## config.mk

```make
export PLATFORM = sky130hd
export DESIGN_NAME = pwr_clk_ctrl
export DESIGN_NICKNAME = d
export VERILOG_FILES = /design/src/rtl/pcc_pkg.sv /design/src/rtl/pcc_regs.sv /design/src/rtl/pcc_clkgen.sv /design/src/rtl/pcc_ready.sv /design/src/rtl/pcc_mode_fsm.sv /design/src/rtl/pwr_clk_ctrl.sv
export SDC_FILE = /design/constraint.sdc
export NUM_CORES = 1
export LEC_CHECK = 0
export ABC_AREA = 1
export CORE_MARGIN = 2
export CORE_UTILIZATION = 60
export CTS_CLUSTER_SIZE = 12
export DETAILED_ROUTE_END_ITERATION = 10
export DONT_BUFFER_PORTS = 1
export PLACE_DENSITY_LB_ADDON = 0.1
export SKIP_LAST_GASP = 1
export SYNTH_ARGS = -nofsm -noshare
export SYNTH_HDL_FRONTEND = slang
export SYNTH_SLANG_ARGS = --single-unit
```

## constraint.sdc

```tcl
create_clock -name clk -period 3.2 [get_ports clk]
set_clock_uncertainty 0.1 [all_clocks]
set_input_delay 0.32 -clock clk [delete_from_list [all_inputs] [get_ports clk]]
set_output_delay 0.32 -clock clk [all_outputs]
set_load 0.02 [all_outputs]
```

## src/rtl/pcc_pkg.sv

```systemverilog
package pcc_pkg;
  typedef enum logic [2:0] {
    PM_RUN   = 3'd0,
    PM_SLEEP = 3'd1,
    PM_IDLE0 = 3'd2,
    PM_IDLE1 = 3'd3,
    PM_WAKE  = 3'd4
  } pm_mode_e;
endpackage

```

## src/rtl/pcc_regs.sv

```systemverilog
module pcc_regs #(
  parameter int DATA_W = 8,
  parameter int CODE_W = 3
) (
  input  logic              clk,
  input  logic              rst,
  input  logic              we,
  input  logic              addr,
  input  logic [DATA_W-1:0] wdata,
  input  logic              lvr_evt,
  input  logic              hrdy,
  input  logic              lrdy,
  output logic              fast_sel,
  output logic [CODE_W-1:0] div_code,
  output logic              idle_en,
  output logic              sys_in_idle,
  output logic              lvr_flag,
  output logic [DATA_W-1:0] rdata
);
  localparam int IDLE_BIT = CODE_W + 1;
  localparam int ST_HRDY  = 0;
  localparam int ST_LRDY  = 1;
  localparam int ST_LVR   = 2;
  localparam int ST_SYSI  = 3;

  logic [DATA_W-1:0] ctl_img, stat_img;
  logic              unused_wbits;

  assign unused_wbits = ^wdata[DATA_W-1:IDLE_BIT+1];

  always_comb begin
    ctl_img               = '0;
    ctl_img[0]            = fast_sel;
    ctl_img[CODE_W:1]     = div_code;
    ctl_img[IDLE_BIT]     = idle_en;
    stat_img              = '0;
    stat_img[ST_HRDY]     = hrdy;
    stat_img[ST_LRDY]     = lrdy;
    stat_img[ST_LVR]      = lvr_flag;
    stat_img[ST_SYSI]     = sys_in_idle;
  end

  always_ff @(posedge clk) begin
    if (rst) begin
      fast_sel    <= 1'b1;
      div_code    <= '0;
      idle_en     <= 1'b0;
      sys_in_idle <= 1'b0;
      lvr_flag    <= 1'b0;
      rdata       <= '0;
    end else begin
      if (we && !addr) begin
        fast_sel <= wdata[0];
        div_code <= wdata[CODE_W:1];
        idle_en  <= wdata[IDLE_BIT];
      end
      if (we && addr) sys_in_idle <= wdata[ST_SYSI];
      if (lvr_evt) lvr_flag <= 1'b1;
      else if (we && addr && !wdata[ST_LVR]) lvr_flag <= 1'b0;
      rdata <= addr ? stat_img : ctl_img;
    end
  end
endmodule

```

## src/rtl/pcc_clkgen.sv

```systemverilog
module pcc_clkgen #(
  parameter int CODE_W     = 3,
  parameter int DIV_STAGES = 6
) (
  input  logic              clk,
  input  logic              rst,
  input  logic              fast_sel,
  input  logic [CODE_W-1:0] div_code,
  input  logic              lirc_tick,
  output logic              raw_tick,
  output logic              uses_fl
);
  localparam int NCODES = 2 ** CODE_W;
  localparam logic [CODE_W-1:0] FL_CODE = CODE_W'(DIV_STAGES);

  logic [DIV_STAGES-1:0] cnt;
  logic [NCODES-1:0]     code_tick;

  always_ff @(posedge clk) begin
    if (rst) cnt <= '0;
    else     cnt <= cnt + 1'b1;
  end

  for (genvar k = 0; k < NCODES; k++) begin : g_code
    if (k < DIV_STAGES) begin : g_div
      assign code_tick[k] = &cnt[k:0];
    end else begin : g_slow
      assign code_tick[k] = lirc_tick;
    end
  end

  assign uses_fl  = !fast_sel && (div_code >= FL_CODE);
  assign raw_tick = fast_sel ? 1'b1 : code_tick[div_code];
endmodule

```

## src/rtl/pcc_ready.sv

```systemverilog
module pcc_ready
  import pcc_pkg::*;
(
  input  logic     clk,
  input  logic     rst,
  input  pm_mode_e mode,
  input  logic     hosc_en,
  input  logic     hosc_stable,
  input  logic     losc_stable,
  input  logic     lirc_tick,
  output logic     hrdy,
  output logic     lrdy
);
  always_ff @(posedge clk) begin
    if (rst) begin
      hrdy <= 1'b0;
      lrdy <= 1'b0;
    end else begin
      hrdy <= hosc_en && hosc_stable;
      if (mode == PM_SLEEP)                lrdy <= 1'b0;
      else if (lirc_tick && losc_stable)   lrdy <= 1'b1;
    end
  end
endmodule

```

## src/rtl/pcc_mode_fsm.sv

```systemverilog
module pcc_mode_fsm
  import pcc_pkg::*;
(
  input  logic     clk,
  input  logic     rst,
  input  logic     halt_req,
  input  logic     wake_req,
  input  logic     idle_en,
  input  logic     sys_in_idle,
  input  logic     sel_ready,
  output pm_mode_e mode
);
  pm_mode_e nxt;

  always_comb begin
    nxt = mode;
    unique case (mode)
      PM_RUN: if (halt_req) begin
        if (!idle_en)        nxt = PM_SLEEP;
        else if (sys_in_idle) nxt = PM_IDLE1;
        else                 nxt = PM_IDLE0;
      end
      PM_SLEEP, PM_IDLE0, PM_IDLE1: if (wake_req) nxt = PM_WAKE;
      PM_WAKE: if (sel_ready) nxt = PM_RUN;
      default: nxt = PM_RUN;
    endcase
  end

  always_ff @(posedge clk) begin
    if (rst) mode <= PM_RUN;
    else     mode <= nxt;
  end
endmodule

```

## src/rtl/pwr_clk_ctrl.sv

```systemverilog
module pwr_clk_ctrl
  import pcc_pkg::*;
#(
  parameter int DATA_W     = 8,
  parameter int CODE_W     = 3,
  parameter int DIV_STAGES = 6
) (
  input  logic              clk,
  input  logic              rst,
  input  logic              reg_we,
  input  logic              reg_addr,
  input  logic [DATA_W-1:0] reg_wdata,
  output logic [DATA_W-1:0] reg_rdata,
  input  logic              halt_req,
  input  logic              wake_req,
  input  logic              hosc_stable,
  input  logic              losc_stable,
  input  logic              lirc_tick,
  input  logic              lvr_evt,
  output logic              hosc_en,
  output logic              sys_clk_en,
  output logic              cpu_clk_en,
  output logic [2:0]        mode
);
  logic              fast_sel_w, idle_en_w, sys_in_idle_w, lvr_flag_w;
  logic [CODE_W-1:0] div_code_w;
  logic              hrdy_w, lrdy_w, raw_tick_w, uses_fl_w, sel_ready_w;
  pm_mode_e          mode_w;

  pcc_regs #(.DATA_W(DATA_W), .CODE_W(CODE_W)) regs_i (
    .clk(clk), .rst(rst), .we(reg_we), .addr(reg_addr), .wdata(reg_wdata),
    .lvr_evt(lvr_evt), .hrdy(hrdy_w), .lrdy(lrdy_w),
    .fast_sel(fast_sel_w), .div_code(div_code_w), .idle_en(idle_en_w),
    .sys_in_idle(sys_in_idle_w), .lvr_flag(lvr_flag_w), .rdata(reg_rdata)
  );

  pcc_clkgen #(.CODE_W(CODE_W), .DIV_STAGES(DIV_STAGES)) clkgen_i (
    .clk(clk), .rst(rst), .fast_sel(fast_sel_w), .div_code(div_code_w),
    .lirc_tick(lirc_tick), .raw_tick(raw_tick_w), .uses_fl(uses_fl_w)
  );

  pcc_ready ready_i (
    .clk(clk), .rst(rst), .mode(mode_w), .hosc_en(hosc_en),
    .hosc_stable(hosc_stable), .losc_stable(losc_stable),
    .lirc_tick(lirc_tick), .hrdy(hrdy_w), .lrdy(lrdy_w)
  );

  assign sel_ready_w = uses_fl_w ? lrdy_w : hrdy_w;

  pcc_mode_fsm fsm_i (
    .clk(clk), .rst(rst), .halt_req(halt_req), .wake_req(wake_req),
    .idle_en(idle_en_w), .sys_in_idle(sys_in_idle_w),
    .sel_ready(sel_ready_w), .mode(mode_w)
  );

  logic sys_gate, fast_off;
  assign sys_gate = (mode_w == PM_RUN) || (mode_w == PM_IDLE1);
  assign fast_off = uses_fl_w || (mode_w == PM_SLEEP) || (mode_w == PM_IDLE0);

  always_ff @(posedge clk) begin
    if (rst) begin
      hosc_en    <= 1'b1;
      sys_clk_en <= 1'b0;
      cpu_clk_en <= 1'b0;
    end else begin
      hosc_en    <= !fast_off;
      sys_clk_en <= raw_tick_w && sys_gate;
      cpu_clk_en <= raw_tick_w && (mode_w == PM_RUN);
    end
  end

  assign mode = mode_w;
endmodule

```

==> results of run 1 <==
[cells in the mapped netlist]
cell type / instances / area [um^2]
nor2_1: 19 / 71.3
nand4_1: 2 / 12.5
nand2_2: 3 / 18.8
ha_1: 3 / 37.5
nand3_2: 1 / 10.0
nand2_1: 26 / 97.6
a211oi_1: 1 / 7.51
o21ai_0: 11 / 55.1
dfxtp_1: 26 / 521
clkbuf_1: 1 / 3.75
inv_1: 26 / 97.6
a21oi_1: 17 / 85.1
nand3_1: 7 / 35.0
o211ai_1: 1 / 7.51
buf_4: 3 / 22.5
conb_1: 1 / 3.75
buf_2: 1 / 5.00
a311oi_1: 1 / 8.76
nor3_1: 1 / 5.00
[worst min-delay path by stage]
stage / slack (ns) / start / to / cells past startpoint
after global placement: 0.29 / rst / clkgen_i.cnt[0]$_SDFF_PP0_ / 1
after detailed placement: 0.29 / rst / clkgen_i.cnt[0]$_SDFF_PP0_ / 1
after global routing: 0.02 / lvr_evt / regs_i.lvr_flag$_SDFFE_PP0P_ / 2
final: 0.03 / lvr_evt / regs_i.lvr_flag$_SDFFE_PP0P_ / 2
after CTS: 0.02 / lvr_evt / regs_i.lvr_flag$_SDFFE_PP0P_ / 2
after floorplan: 0.30 / reg_addr / regs_i.rdata[4]$_SDFF_PP0_ / 1
[sequential cells by signal, indices dropped and copies added, names as in the netlist]
signal	count
regs_i.idle_en	1
fsm_i.mode	3
sys_clk_en	1
regs_i.fast_sel	1
hosc_en	1
regs_i.sys_in_idle	1
regs_i.div_code	3
ready_i.lrdy	1
cpu_clk_en	1
regs_i.rdata	5
regs_i.lvr_flag	1
ready_i.hrdy	1
clkgen_i.cnt	6
[cell families after synthesis]
group                    after synthesis  synth area share [%]
AND/OR/NAND/NOR                       59                  22.6
AO/OA/AOI/OAI                         31                  14.8
buffers and inverters                 31                  11.7
flip-flops                            26                  47.1
adder cells (fa/ha/maj)                3                  3.40
other                                  1                 0.339
[what timing repair did]
action,CTS,global route
hold buffers,3,0
hold endpoints to repair,10,0
buffers inserted,0,0
[area by class of cell]
type	instances	area (um^2)	area share [%]
flip-flops and latches	26	520	44.2
multi-input cells	96	463	39.3
inverters	26	97.6	8.28
clock buffers	4	36.3	3.08
well taps	25	31.3	2.65
repair buffers	3	30.0	2.55
[metal layers]
metal / part of all wire, % / vias to the layer above / GRT usage (%)
li1: - / 480 / -
met1: 46 / 408 / 26.4
met2: 47 / 25 / 35.9
met3: 6.1 / 2 / 5.38
met4: 0.72 / 0 / 5.00
met5: 0 / - / 0
[metrics by stage]
step | total power, W | utilization (%) | setup slack, ns | hold slack [ns]
5_1_grt | 0.000838 | 68.3 | 1.51 | 0.0173
3_3_place_gp | 0.000620 | 64.4 | 1.69 | 0.290
2_1_floorplan | 0.000595 | - | 1.81 | 0.299
6_report | 0.000788 | 68.3 | 1.66 | 0.0307
3_5_place_dp | 0.000628 | 64.4 | 1.69 | 0.291
4_1_cts | 0.000793 | 68.3 | 1.67 | 0.0181
[report_power, final]
part	switching [W]	internal, W
combinational	0.000117	0.0000637
sequential	0.0000740	0.000370
clock	0.0000934	0.0000694
total	0.000284	0.000503
==> flow_summary.toml, run 1 <==
[run_status]
status = "finished, final reports clean"

[min_path]
min_path_type = "input pin to register"

[worst_setup_path]
r2r_slack_ns = 1.66
crit_arrival_ns = 1.67
crit_family = "adder cells"
cp_cell_sequence = "ha_1 -> inv_1 -> nor2_1 -> ha_1 -> a21oi_1 -> nand2_1 -> nand2_1 -> nand3_1 -> nand2_1 -> inv_1"
startpoint_type = "register"
reg2reg_depth = 10
worst_path_max_delay_cell = "dfxtp_1"
endpoint = "sys_clk_en$_SDFF_PP0_"
required_ns = 3.33
cp_num_buf_inv = 2
worstSetupPathType = "register to register"
worstReg2RegEnd = "sys_clk_en$_SDFF_PP0_"
path_max_fanout = 5
worstSetupStartpoint = "clkgen_i.cnt[0]$_SDFF_PP0_"
cpMostUsedCell = "nand2_1"
cp_num_cells = 10
endpoint_kind = "register"
r2r_start = "clkgen_i.cnt[0]$_SDFF_PP0_"
cpPeakStageDelay_ns = 0.37

[final_layout]
fin_area_um2 = 1180
final_nets = 177
fill_cells = 162
final_cell_mix = "26 x inv_1, 26 x nand2_1, 26 x dfxtp_1, 19 x nor2_1, 17 x a21oi_1"
syn_to_final_growth_pct = 6.68
drive_gt1_share_pct = 5.16
antenna_cells = 0
stdcell_count = 180

[sta]
hold_viol = 0
min_period_over_period_pct = 48.3
grt_setup_unrepaired = "false"
setup_viol = 0
fmax_ghz = 0.647
tns_ns = 0
finalMaxSlewViolations = 0
min_period_ns = 1.54

[yosys]
ys_ff_latch = 26
synthDistinctLibCells = 19
yosys_warnings = 0
ys_seq_area_share_pct = 47.1
synth.cell_area_um2 = 1100
synth.avg_cell_area_um2 = 7.32
syn_inst = 151

[placement]
placed_area_um2 = 1110
place_inst = 173
place_congestion = 0.861
dp_hpwl_um = 1530
port_buffers = 0

[routing]
initialDrtViolationCount = 17
ant_nets = 0
drt_pre_antenna_iters = 4
routedWlPerCell_um = 11.6
drc = 0
wirelength_um = 2080
vias = 915
via_per_inst = 5.08

[power]
p_per_area_nw_per_um2 = 668
peakVddDrop_mv = 0.523
power_leakage_nw = 0.560

[run]
drv_cap = 0

[clocking]
cts_sinks = 26
clk_pin_slew_worst_paths_ns = 0.14
clockBufferDepth = 2
clk_latency_ns = 0.31
cts-root-buf = "clkbuf_4"
htree_levels = 1
numCtsBuffers = 3
cts_tree = "yes"
ctsResizeCount = 0

[global_routing]
grt-ovfl-total = 0
grt.total_usage_pct = 21.0
grt_start_max_net_pins = 16
grt_pass1_vias = 807
grt_pass1_wl_um = 3330
antenna_found_initial = 0

[floorplanning]
die_width_um = 46.9
rows = 15
core-area_um2 = 1730
io_pins = 32
dieArea_um2 = 2200
floorplan.initialDensity_pct = 64.0
die_h_um = 46.9
Power figures use the tool's default switching activity.
==> run 2: changes to the inputs <==
--- a/config.mk
+++ b/config.mk
@@ -7,7 +7,7 @@
 export LEC_CHECK = 0
 export ABC_AREA = 1
 export CORE_MARGIN = 2
-export CORE_UTILIZATION = 60
+export CORE_UTILIZATION = 59
 export CTS_CLUSTER_SIZE = 12
 export DETAILED_ROUTE_END_ITERATION = 10
 export DONT_BUFFER_PORTS = 1
==> constraint.sdc (replaced) <==
create_clock -name clk -period 1.53 [get_ports clk]
set_clock_uncertainty 0.1 [all_clocks]
set_input_delay 0.153 -clock clk [delete_from_list [all_inputs] [get_ports clk]]
set_output_delay 0.153 -clock clk [all_outputs]
set_load 0.02 [all_outputs]
==> run 2 against run 1 <==
Net effect: the flow now finishes with violations (negative setup slack); sequential share of layout area decreased by 5.6 points; critical endpoint is now cpu_clk_en$_SDFF_PP0_; hold slack about the same; largest cell class unchanged; power increased by 140%; non-clock buffer count increased by 15; die area increased by 1.6%; clock-buffer cell count decreased by 1; first-iteration DRC count increased by 76%; maximum frequency increased by 0.84%; via count increased by 12%; wire length increased by 27%; critical path depth unchanged; register-to-register slack got worse by 1.7 ns.
==> flow_summary.toml, run 2 (synthesis results as in run 1) <==
[routing]
drc = 0
ant_nets = 0
vias = 1023
drt_pre_antenna_iters = 5
wirelength_um = 2630
routedWlPerCell_um = 13.5
via_per_inst = 5.25
initialDrtViolationCount = 30

[min_path]
hold_start = "reg_addr"
min_path_cells = 2
min_path_type = "input pin to register"
hold_path_end = "regs_i.rdata[2]$_SDFF_PP0_"

[sta]
min_period_ns = 1.53
hold_viol = 0
min_period_over_period_pct = 100
finalMaxSlewViolations = 0
fmax_ghz = 0.653
worst_hold_slack_ns = 0.0311
setup_slack_ns = -0.00197
setup_viol = 1

[placement]
place_inst = 176
place_ws_ns = 0.0531
place_congestion = 0.887
dp_hpwl_um = 1590
placed_area_um2 = 1130
port_buffers = 0

[worst_setup_path]
worstSetupStartpoint = "clkgen_i.cnt[0]$_SDFF_PP0_"
startpoint_type = "register"
r2r_slack_ns = -0.002
endpoint_kind = "register"
worstSetupPathType = "register to register"
crit_arrival_ns = 1.69
path_max_fanout = 3
required_ns = 1.68
r2r_start = "clkgen_i.cnt[0]$_SDFF_PP0_"
reg2reg_depth = 10
worstReg2RegEnd = "cpu_clk_en$_SDFF_PP0_"

[final_layout]
final_common_cell = "inv_1"
drive_gt1_share_pct = 10.6
fin_area_um2 = 1360
multiInputGateArea_um2 = 475
fill_cells = 135
final_cell_mix = "26 x inv_1, 24 x nand2_1, 24 x dfxtp_1, 19 x nor2_1, 17 x a21oi_1"
largest_register_ffs = 6
syn_to_final_growth_pct = 22.7
largest-register = "clkgen_i.cnt"
stdcell_count = 195
seq_area_um2 = 523
top_regs = "clkgen_i.cnt: 6 flops, regs_i.rdata: 5 flops"
antenna_cells = 0
final_nets = 192

[power]
power_leakage_nw = 0.653
peakVddDrop_mv = 1.05
finalPower_w = 0.00188
p_per_area_nw_per_um2 = 1380

[floorplanning]
die_h_um = 47.3
dieArea_um2 = 2230
io_pins = 32
rows = 15
core-area_um2 = 1750
die_width_um = 47.3
floorplan.initialDensity_pct = 63.3

[global_routing]
antenna_found_initial = 0
grt-ovfl-total = 0
grt_pass1_vias = 919
grt.total_usage_pct = 24.2
grt_pass1_wl_um = 3790
grt_start_max_net_pins = 16

[clocking]
cts_sinks = 26
clockBufferDepth = 2
numCtsBuffers = 3
clk_pin_slew_worst_paths_ns = 0.16
cts_tree = "yes"
htree_levels = 1
cts-root-buf = "clkbuf_4"
clk_latency_ns = 0.33

[run]
drv_cap = 0

[run_status]
violations = "negative setup slack"
status = "finished, violations left"
-- run 2: area by class of cell --
type	count	share of cell area, %
timing repair buffer	18	12.9
multi-input combinational	96	35.1
clock buffer	3	1.66
sequential	26	38.6
inverter	26	7.20
clock inverter	1	2.22
tap	25	2.31
-- run 2: repair_timing --
| action | 4_1_cts | 5_1_grt |
|---|---|---|
| setup endpoints to repair | 0 | 4 |
| hold endpoints to repair | 18 | 0 |
| setup buffers | 0 | 1 |
| gates resized for setup | 0 | 9 |
| hold buffers | 14 | 0 |
-- run 2: worst max-delay path by stage --
stage / endpoint / slack, ns / cells past startpoint
final: cpu_clk_en$_SDFF_PP0_ / -0.002 / 10
after global routing: cpu_clk_en$_SDFF_PP0_ / -0.06 / 10
after CTS: regs_i.lvr_flag$_SDFFE_PP0P_ / 0.03 / 5
after detailed placement: cpu_clk_en$_SDFF_PP0_ / 0.05 / 10
after global placement: cpu_clk_en$_SDFF_PP0_ / 0.07 / 10
after floorplan: sys_clk_en$_SDFF_PP0_ / 0.14 / 10
-- run 2: metrics by stage --
step                TNS [ns]  util, %
finish              -0.00197     77.6
global route          -0.118     77.6
CTS                        0     76.1
detailed placement         0     65.0
global placement           0     65.0
floorplan                  0        -
-- run 2: critical path, cell delays in order (launching register included) --
cell     delay [ns]
dfxtp_2        0.35
ha_2           0.20
inv_1          0.05
nor2_1         0.04
ha_1           0.16
a21oi_1        0.18
nand2_1        0.09
nand2_1        0.08
nand3_2        0.09
nand2_2        0.08
inv_1          0.04
-- run 2: per-layer routing --
layer  routed length, um  track usage, %
met5                   0               0
met4                  37            7.78
met3                 189            5.00
met2                1290            40.8
met1                1110            30.5
-- run 2: where the power goes --
group	leakage (nW)	internal, W	switching [W]
Clock	0.0279	0.000265	0.000214
Combinational	0.410	0.000186	0.000310
Sequential	0.215	0.000776	0.000125
==> run 3: changes to the inputs <==
--- a/config.mk
+++ b/config.mk
@@ -7,12 +7,13 @@
 export LEC_CHECK = 0
 export ABC_AREA = 1
 export CORE_MARGIN = 2
-export CORE_UTILIZATION = 59
+export CORE_UTILIZATION = 60
 export CTS_CLUSTER_SIZE = 12
 export DETAILED_ROUTE_END_ITERATION = 10
 export DONT_BUFFER_PORTS = 1
 export PLACE_DENSITY_LB_ADDON = 0.1
 export SKIP_LAST_GASP = 1
+export SLEW_MARGIN = 10
 export SYNTH_ARGS = -nofsm -noshare
 export SYNTH_HDL_FRONTEND = slang
 export SYNTH_SLANG_ARGS = --single-unit
==> constraint.sdc (replaced) <==
create_clock -name clk -period 2 [get_ports clk]
set_clock_uncertainty 0.1 [all_clocks]
set_input_delay 0.2 -clock clk [delete_from_list [all_inputs] [get_ports clk]]
set_output_delay 0.2 -clock clk [all_outputs]
set_load 0.02 [all_outputs]
==> run 3 against run 2 <==
Net effect: via count is 2.7% lower; highest routed layer unchanged; register-to-register slack better by 0.45 ns; power is 32% lower; first-iteration DRC count is 6.7% higher; the flow now finishes without violations; hold slack worse by 0.022 ns; final area is 6.4% lower; non-clock buffer count is 6 lower; die area is 1.5% lower; combinational power is 39% lower; clock-buffer cell count is 1 higher; core utilization is 4.2 points lower.
==> flow_summary.toml, run 3 (synthesis results as in run 1) <==
[run_status]
status = "finished, final reports clean"

[clocking]
clockBufferDepth = 2
cts-root-buf = "clkbuf_4"
htree_levels = 1
clk_latency_ns = 0.32
numCtsBuffers = 3
ctsResizeCount = 0
cts_sinks = 26
cts_tree = "yes"
clk_pin_slew_worst_paths_ns = 0.14

[sta]
finalMaxSlewViolations = 0
hold_viol = 0
grt_setup_unrepaired = "false"
setup_viol = 0
min_period_over_period_pct = 78.3
tns_ns = 0
setup_slack_ns = 0.433
min_period_ns = 1.57
fmax_ghz = 0.638

[placement]
place_congestion = 0.861
place_ws_ns = 0.486
dp_hpwl_um = 1560
port_buffers = 0

[global_routing]
grt_start_max_net_pins = 16
antenna_found_initial = 0
grt-ovfl-total = 0
grt_pass1_wl_um = 3590
grt.total_usage_pct = 23.1
grt_pass1_vias = 870

[min_path]
min_path_type = "input pin to register"
hold_path_end = "regs_i.div_code[0]$_SDFFE_PP0P_"
min_path_cells = 2
hold_start = "reg_wdata[1]"

[run]
drv_cap = 0

[final_layout]
largest_register_ffs = 6
final_cell_mix = "26 x inv_1, 26 x nand2_1, 26 x dfxtp_1, 19 x nor2_1, 17 x a21oi_1"
largest-register = "clkgen_i.cnt"
antenna_cells = 0
final_nets = 186
drive_gt1_share_pct = 4.88
top_regs = "clkgen_i.cnt: 6 flops, regs_i.rdata: 5 flops"
syn_to_final_growth_pct = 14.8

[routing]
vias = 995
via_per_inst = 5.26
ant_nets = 0
routedWlPerCell_um = 12.1
initialDrtViolationCount = 32
wirelength_um = 2290
drt_pre_antenna_iters = 4
drc = 0

[worst_setup_path]
startpoint_type = "input pin"
r2r_slack_ns = 0.45
path_max_fanout = 4
worstReg2RegEnd = "sys_clk_en$_SDFF_PP0_"
required_ns = 2.13
r2r_start = "clkgen_i.cnt[0]$_SDFF_PP0_"
cpPeakStageDelay_ns = 0.60
worst_path_max_delay_cell = "dlygate4sd3_1"
reg2reg_depth = 10
endpoint_kind = "register"
crit_arrival_ns = 1.70
cp_cell_sequence = "dlygate4sd3_1 -> nand2_1 -> o21ai_0 -> a21oi_1 -> dlygate4sd3_1"
cpMostUsedCell = "dlygate4sd3_1"
worstSetupPathType = "input pin to register"

[power]
p_int_w = 0.000818
power_leakage_nw = 0.600
seqPwrFrac_pct = 55.4
clkPwrFrac_pct = 20.8
peakVddDrop_mv = 0.734
power.switching_w = 0.000464
combPwrFrac_pct = 23.8
swShare_pct = 36.2
p_per_area_nw_per_um2 = 1010

[floorplanning]
rows = 15
dieArea_um2 = 2200
io_pins = 32
core-area_um2 = 1730
floorplan.initialDensity_pct = 64.0
die_h_um = 46.9
die_width_um = 46.9
## run 3: cell types whose count changed in the layout (fill, tap and decap cells not counted), sizes merged
cell / change
dlymetal6s4s: -2
bufinv: -1
buf: -4
clkbuf: +1
## run 3: metal layers
layer  global-route usage (%)  vias up  wire, um
li1                         -      501         -
met1                     28.8      446      1020
met2                     37.8       39      1050
met3                     4.62        9       154
met4                     11.7        0        59
met5                        0        -         0
## run 3: critical path: cells and delay by family
| family | cells | cell delay [ns] |
|---|---|---|
| buffers and inverters | 2 | 1.17 |
| AOI/OAI and AO/OA | 2 | 0.23 |
| and+or+nand+nor | 1 | 0.10 |
## run 3: power groups by stage
stage	Sequential [W]	Combinational [W]	Clock (W)
finish	0.000710	0.000305	0.000267
CTS	0.000711	0.000305	0.000269
global route	0.000722	0.000350	0.000288
global placement	0.000722	0.000270	0
detailed placement	0.000723	0.000279	0
floorplan	0.000710	0.000243	0
## run 3: how the worst max path moves through the flow
stage                               start                      endpoint  slack [ns]  cells past startpoint
2_1_floorplan  clkgen_i.cnt[0]$_SDFF_PP0_         sys_clk_en$_SDFF_PP0_        0.61                     10
6_report                         reg_addr  regs_i.lvr_flag$_SDFFE_PP0P_        0.43                      5
4_1_cts                          reg_addr  regs_i.lvr_flag$_SDFFE_PP0P_        0.46                      5
3_5_place_dp   clkgen_i.cnt[0]$_SDFF_PP0_         sys_clk_en$_SDFF_PP0_        0.49                     10
3_3_place_gp   clkgen_i.cnt[0]$_SDFF_PP0_         sys_clk_en$_SDFF_PP0_        0.50                     10
5_1_grt        clkgen_i.cnt[0]$_SDFF_PP0_         sys_clk_en$_SDFF_PP0_        0.33                     10
## run 3: per-stage QoR
stage	hold slack [ns]	total power, W	instance area [um^2]	std cells	util [%]
after floorplan	0.179	0.000953	1110	153	-
after global placement	0.170	0.000992	1110	173	64.4
after detailed placement	0.173	0.00100	1110	173	64.4
after CTS	0.0138	0.00128	1270	189	73.5
after global routing	0.0121	0.00136	1270	189	73.5
final	0.00886	0.00128	1270	189	73.5
## run 3: area by class of cell
cell class	count	area (um^2)
fillers	156	458
inverters	26	97.6
well taps	25	31.3
repair buffers	12	120
flip-flops and latches	26	520
multi-input cells	96	463
clock buffers	4	36.3
## run 3: timing repair
item	in CTS	in global routing
hold endpoints to repair	17	0
buffers inserted	0	0
hold buffers	12	0
